`src/rtl/tx_ep_ctrl.sv`:
```
module tx_ep_ctrl #(
  parameter int FIFO_PKTS = 2,
  parameter int NAK_W     = 8,
  parameter int MAX_TRIES = 3
) (
  input  logic             clk,
  input  logic             rst_n,
  input  logic             host_mode,
  input  logic [1:0]       ep_kind,
  input  logic             wr_en,
  input  logic [7:0]       wr_data,
  output logic [7:0]       rd_data,
  input  logic             ev_sent,
  input  logic             ev_noack,
  input  logic             ev_nak,
  input  logic             ev_stall,
  input  logic             ev_in,
  input  logic             sof_tick,
  input  logic [NAK_W-1:0] nak_limit,
  output logic             toggle_clr,
  output logic             send_setup,
  output logic             stall_reply,
  output logic             fifo_flush_last,
  output logic             fifo_flush_all,
  output logic             tx_irq,
  output logic             dma_abort,
  output logic             ep_halted
);
  localparam int CW = $clog2(FIFO_PKTS + 1);
  localparam int RW = $clog2(MAX_TRIES);

  logic [CW-1:0]    cnt, cnt_nx;
  logic [RW-1:0]    rty;
  logic [NAK_W-1:0] nak_cnt;
  logic             b4, stalled, err, nakto, nak_on;

  wire is_bulk  = ep_kind == 2'b10;
  wire retry_ep = ep_kind[1];
  wire empty    = cnt == '0;
  wire full     = cnt == CW'(FIFO_PKTS);
  wire w_flush  = wr_en & wr_data[3];
  wire w_rdy    = wr_en & wr_data[0];
  wire abort    = w_flush & w_rdy;
  wire drop     = w_flush & ~w_rdy & ~empty;
  wire commit   = w_rdy & ~w_flush & ~full;
  wire sent     = ev_sent & ~empty;
  wire err_set  = host_mode & retry_ep & ev_noack & (rty == RW'(MAX_TRIES - 1));
  wire kill     = err_set | ev_stall;
  wire underrun = ~host_mode & ev_in & empty & ~b4;
  wire hs       = ev_sent | ev_stall;
  wire nak_hit  = nak_on & sof_tick & (nak_limit != '0) &
                  (nak_cnt == nak_limit - NAK_W'(1));

  always_comb begin
    cnt_nx = cnt;
    if (sent) cnt_nx = cnt_nx - CW'(1);
    if (drop && cnt_nx != '0) cnt_nx = cnt_nx - CW'(1);
    if (commit) cnt_nx = cnt_nx + CW'(1);
    if (kill) cnt_nx = '0;
  end

  always_ff @(posedge clk or negedge rst_n) begin
    if (!rst_n) begin
      cnt <= '0; rty <= '0; nak_cnt <= '0; nak_on <= 1'b0;
      b4 <= 1'b0; stalled <= 1'b0; err <= 1'b0; nakto <= 1'b0;
      toggle_clr <= 1'b0; fifo_flush_last <= 1'b0; fifo_flush_all <= 1'b0;
      tx_irq <= 1'b0; dma_abort <= 1'b0;
    end else begin
      cnt <= cnt_nx;
      if (wr_en) b4 <= wr_data[4];

      if (ev_stall) stalled <= 1'b1;
      else if (wr_en && !wr_data[5]) stalled <= 1'b0;

      if (err_set || underrun) err <= 1'b1;
      else if (wr_en && !wr_data[2]) err <= 1'b0;

      if (nak_hit) nakto <= 1'b1;
      else if (wr_en && !wr_data[7]) nakto <= 1'b0;

      if (hs || ev_nak || err_set) rty <= '0;
      else if (host_mode && retry_ep && ev_noack) rty <= rty + RW'(1);

      if (hs || nak_hit) begin
        nak_on <= 1'b0;
        nak_cnt <= '0;
      end else begin
        if (nak_on && sof_tick && nak_limit != '0) nak_cnt <= nak_cnt + NAK_W'(1);
        if (host_mode && is_bulk && ev_nak) nak_on <= 1'b1;
      end

      toggle_clr      <= wr_en & (wr_data[6] | (host_mode & wr_data[4]));
      fifo_flush_last <= drop | abort;
      fifo_flush_all  <= kill;
      tx_irq          <= sent | drop | abort | err_set;
      dma_abort       <= host_mode & ev_stall;
    end
  end

  assign send_setup  = host_mode & b4;
  assign stall_reply = ~host_mode & b4;
  assign ep_halted   = host_mode & nakto;
  assign rd_data     = {host_mode & nakto, 1'b0, stalled, b4, 1'b0, err, ~empty, full};
endmodule

```
`config.mk`:
```
export PLATFORM = sky130hd
export DESIGN_NAME = tx_ep_ctrl
export DESIGN_NICKNAME = d
export VERILOG_FILES = /design/src/rtl/tx_ep_ctrl.sv
export SDC_FILE = /design/constraint.sdc
export NUM_CORES = 1
export LEC_CHECK = 0
export ABC_CLOCK_PERIOD_IN_PS = 3000
export BUFFER_PORTS_ARGS = -buffer_cell sky130_fd_sc_hd__buf_2
export CAP_MARGIN = 20
export CORE_AREA = 2 2 82 84
export CTS_CLUSTER_SIZE = 8
export DETAILED_ROUTE_END_ITERATION = 8
export DIE_AREA = 0 0 84 86
export RECOVER_POWER = 100
export SYNTH_ARGS = -nofsm -noshare
export SYNTH_HDL_FRONTEND = slang
export SYNTH_SLANG_ARGS = --single-unit
```
`constraint.sdc`:
```
create_clock -name clk -period 3 [get_ports clk]
set_input_delay 0.15 -clock clk [delete_from_list [all_inputs] [get_ports clk]]
set_output_delay 0.15 -clock clk [all_outputs]
set_load 0.01 [all_outputs]
```
======== After elaboration in Yosys (flattened, before gate mapping) ========
Cells that the tools add are included.
W data, S select, Z words.
word-level totals
  memories kept ........................... 0
  register bits after elaboration ......... 22
  latch bits .............................. 0
  bits of input ports ..................... 28
  memory bits (writable) .................. 0
  output and inout bits ................... 16
  memory bits (read-only) ................. 0
cells by class
  add/subtract/negate cells ............... 6
  bitwise gates (word level) .............. 36
  multiplexer cells ....................... 16
  div/mod/pow operators ................... 0
  multiply operators ...................... 0
  reductions and logical operators ........ 26
  eq/ne operators ......................... 4
  shifts and indexed selects .............. 0
  order comparisons ....................... 0
operator list
  cell                   count
  $and A1 B1 Y1          23
  $mux W8                2
  $reduce_bool A2 Y1     7
  $mux W2                6
  $logic_and A1 B1 Y1    10
  $add A8 B1 Y8 const B  1
  $eq A8 B8 Y1           1
  $mux W1                8
  $reduce_bool A8 Y1     1
  $sub A8 B1 Y8 const B  1
  $or A1 B1 Y1           7
  $eq A2 B2 Y1 const B   3
  $not A1 Y1             6
  $add A2 B1 Y2 const B  2
  $logic_or A1 B1 Y1     4
  $sub A2 B1 Y2 const B  2
  $logic_not A1 Y1       3
  $logic_not A2 Y1       1

======== Longest topological paths before layout ========
  depth after elaboration ................. 10
  depth in mapped cells ................... 9
  depth with buffers taken out ............ 9

======== Worst setup path before layout ========
Ideal clock, no wire load.
  path type ............................... input -> register
  start ................................... input nak_limit[0]
  end ..................................... register nak_cnt[1]
  required time ........................... 2.853 ns
  stages .................................. 7
  path slack .............................. 1.095 ns
  buffers on the path ..................... 0
  setup time .............................. 0.147 ns
  arrival time ............................ 1.758 ns
  cells stage by stage .................... inv_1 ha_1 o21bai_1 a2111oi_1 a311oi_2 a2111oi_4 a211oi_1
between the ends
  word-level cells in the longest chain between the ends .. 5
  elaborated cells on any way between the ends .. 9
  classes of those cells .................. add/sub (1); eq/ne (1); mux (1); bitwise (2); reduce/logical (4)
RTL lines
  what                                                        RTL line    RTL
  start, declared                                             19          input logic [NAK_W-1:0] nak_limit,
  $sub A8 B1 Y8 / $reduce_bool A8 Y1 (equally long branches)  52, 51, 88
  $eq A8 B8 Y1 / $and A1 B1 Y1 (equally long branches)        52, 51
  $and A1 B1 Y1                                               51          wire nak_hit = nak_on & sof_tick & (nak_limit != '0) &
  $logic_or A1 B1 Y1                                          84          if (hs || nak_hit) begin
  $mux W8 / $reduce_bool A2 Y1 (equally long branches)        -
  end signal, assigned                                        88          if (nak_on && sof_tick && nak_limit != '0) nak_cnt <= nak_cnt + NAK_W'(1);
  end, declared                                               34          logic [NAK_W-1:0] nak_cnt;
Several ways; a longest one is shown, not always the timed one.
A chain may end at the register's enable or synchronous reset.

======== Worst setup path after layout ========
  start ................................... register nak_cnt[7]
  end ..................................... register nak_cnt[4]
between the ends
  word-level cells in the longest chain between the ends .. 4
  elaborated cells on any way between the ends .. 5
  classes of those cells .................. eq/ne (1); mux (1); bitwise (1); reduce/logical (2)
RTL lines
  what                                                  RTL line  RTL
  $eq A8 B8 Y1 *                                        52        (nak_cnt == nak_limit - NAK_W'(1));
  $and A1 B1 Y1 *                                       51
  $logic_or A1 B1 Y1 *                                  84
  $mux W8 / $reduce_bool A2 Y1 (equally long branches)  -
Mark *: on every way between the ends. The rest lies on a longest branch, timed or not.

==> results.yml <==
run_status:
  status: "finished clean"
clock_tree:
  cts_num_sinks: 22
  h-tree-depth: 1
  cts.path.max_buffers: 2
  cts-root-buf: "clkbuf_8"
  postCtsSetupBuffers: 0
  clk-insertion-delay-late_ns: 0.26
  cts_tree: "built"
  cts_made_buffers: 3
  clk_pin_slew_ns: 0.08
  cts_hold_buf: 1
  post_cts_resize_count: 0
pwr:
  vdd_drop_max_v: 0.000274
  p_leak_nw: 0.776
  power.density_nw_per_um2: 476
global_route:
  grt_pass1_wl_um: 5840
  track_usage_pct: 9.98
  grt_antenna_before_repair: 0
  grt_max_degree: 23
  grt_overflow: 0
  grt_pass1_vias: 1256
sta:
  finalClockSkew_ns: 0.00428
  final_hold_viol_count: 0
  fin_crit_ns: 2.42
  worst_slack_ns: 0.578
  tightest_slew_ns: 1.20
  tns_ns: 0
  setup_viol: 0
  hold_ws_ns: 0.102
  timing.fmax_mhz: 413
  max_slew_margin_pct: 20.0
  fin_crit_sh_pct: 80.7
  grt_setup_unrepaired: "no"
  drv_slew: 0
critical_path:
  crit_slowest_cell: "a2111oi_2"
  max_stage_delay_ns: 0.91
  cp_max_fo: 10
  path_class: "reg -> reg"
  cp.required_ns: 3.10
  crit_arrival_ns: 2.53
  path_cells: "xor2_1 -> a2111oi_1 -> a311oi_2 -> a2111oi_2 -> a211oi_1"
  startpoint_type: "flop"
  crit_path_end_kind: "flop"
finish:
  finish.instance_area_um2: 1800
  layout-drive-gt1-share_pct: 19.3
  seq_area_um2: 551
  n_fill_cell: 687
  n_antenna_cell: 0
  syn_to_final_growth_pct: 18.0
  multi_input_area_um2: 858
  final_nets: 233
floorplanning:
  start_util_pct: 24.3
  die_y_um: 86
  dieArea_um2: 7220
  die_w_um: 84
  rows: 29
  ios: 44
  coreArea_um2: 6280
synth:
  synth_async_sr_flop_share_pct: 100
  synth_edf_count: 0
  syn_inst: 161
  ys.warnings.count: 0
  seq_area_frac_synth_pct: 36.2
  synth-seq-cells: 22
  yosysUniqueCellTypes: 51
  synth_flop_cell: "dfrtp_1"
  synth.avg_cell_area_um2: 9.46
  synthesis.area_um2: 1520
placed_design:
  port_buffers: 40
  post_dp_cell_area_um2: 1760
  post-dp-hpwl_um: 2620
  gp_congestion: 0.773
  dp_slack_ns: 0.639
detailed_routing:
  via_per_inst: 4.61
  drc_errors: 0
  postRouteAntennaNets: 0
  wire_per_inst_um: 12.2
  drt_iter0_drc: 61
  drt-total-wl_um: 3350
  first_pass_iters: 4
  vias: 1262
min_path:
  min_path_type: "in -> reg"
run:
  drv_cap: 0
critical path: cells and delay by family, from the launching register on:
kind,cells,cell delay (ns)
compound gates,4,1.65
xor+xnor,1,0.17
flops,1,0.42
flip-flops by register name, indices dropped and copies added, names as in the netlist:
name	cells
nakto	1
b4	1
fifo_flush_last	1
cnt	2
tx_irq	1
fifo_flush_all	1
toggle_clr	1
nak_cnt	8
nak_on	1
stalled	1
dma_abort	1
err	1
rty	2
cell usage after synthesis (2+ instances only):
master / n / area, µm²
ha_1: 7 / 87.6
nand2_1: 7 / 26.3
nand3_1: 3 / 15.0
inv_1: 9 / 33.8
nor2_1: 12 / 45.0
o21ai_0: 6 / 30.0
dfrtp_1: 22 / 551
nor2b_1: 2 / 12.5
and2_1: 3 / 18.8
nor3_1: 2 / 10.0
a211oi_1: 9 / 67.6
nand2b_1: 6 / 37.5
buf_1: 2 / 7.51
xnor2_1: 8 / 70.1
or3_1: 2 / 12.5
buf_4: 7 / 52.6
xor2_1: 10 / 87.6
nand4_1: 5 / 31.3
clkbuf_1: 2 / 7.51
a21oi_1: 6 / 30.0
worst paths after layout:
path | from | end | slack, ns | cells after the start
worst min-delay path | wr_data[6] | toggle_clr | 0.10 | 3
min in group asynchronous | rst_n | fifo_flush_all | 0.64 | 2
max in group asynchronous | rst_n | nak_cnt[4] | 1.64 | 2
worst max register to register | nak_cnt[7] | nak_cnt[4] | 0.58 | 5
worst min register to register | stalled | stalled | 0.53 | 2
worst max-delay path | nak_cnt[7] | nak_cnt[4] | 0.58 | 5
per-stage QoR:
stage | power (mW) | util, % | cells
3_5_place_dp | 0.656 | 28.1 | 269
4_1_cts | 0.879 | 29.1 | 274
3_3_place_gp | 0.649 | 28.1 | 269
6_report | 0.855 | 28.6 | 274
5_1_grt | 0.932 | 28.6 | 274
2_1_floorplan | 0.563 | - | 162
power by group:
part	total, mW	internal, mW	switching (mW)
Combinational	0.297	0.123	0.175
Clock	0.215	0.117	0.0983
Sequential	0.342	0.327	0.0146
layer usage:
metal | GRT usage (%) | part of all wire [%] | wire [µm] | up-vias
li1 | - | - | - | 638
met1 | 14.0 | 51 | 1720 | 579
met2 | 15.2 | 42 | 1400 | 40
met3 | 1.83 | 5.5 | 184 | 5
met4 | 3.96 | 1.5 | 51 | 0
met5 | 0 | 0 | 0 | -
layout by cell type, fill, tap and decap left out, types with 2 or more instances in the layout:
master / n
a211oi_1: 9
a21oi_1: 6
and2_1: 2
buf_2: 25
clkbuf_1: 15
clkbuf_8: 4
conb_1: 2
dfrtp_1: 22
ha_1: 7
inv_1: 9
nand2_1: 7
nand2b_1: 6
nand3_1: 3
nand4_1: 5
nor2_1: 12
nor2b_1: 2
nor3_1: 2
o21ai_0: 6
or3_1: 2
xnor2_1: 8
xor2_1: 10
area by class of cell:
type / instances / area share (%)
repair buffers: 42 / 11.1
clock buffers: 4 / 3.06
flip-flops and latches: 22 / 30.6
multi-input cells: 119 / 47.8
well taps: 77 / 5.36
inverters: 10 / 2.09
logic make-up after synthesis:
kind of cell	Yosys count	share of synthesized area, %
simple gates	55	21.4
compound gates	35	17.8
flops	22	36.2
buf+inv	21	6.90
xor+xnor	18	10.4
fa+ha+maj	7	5.75
mux	2	1.40
other cells	1	0.246
Note: power is estimated with default switching activity, not from simulation.
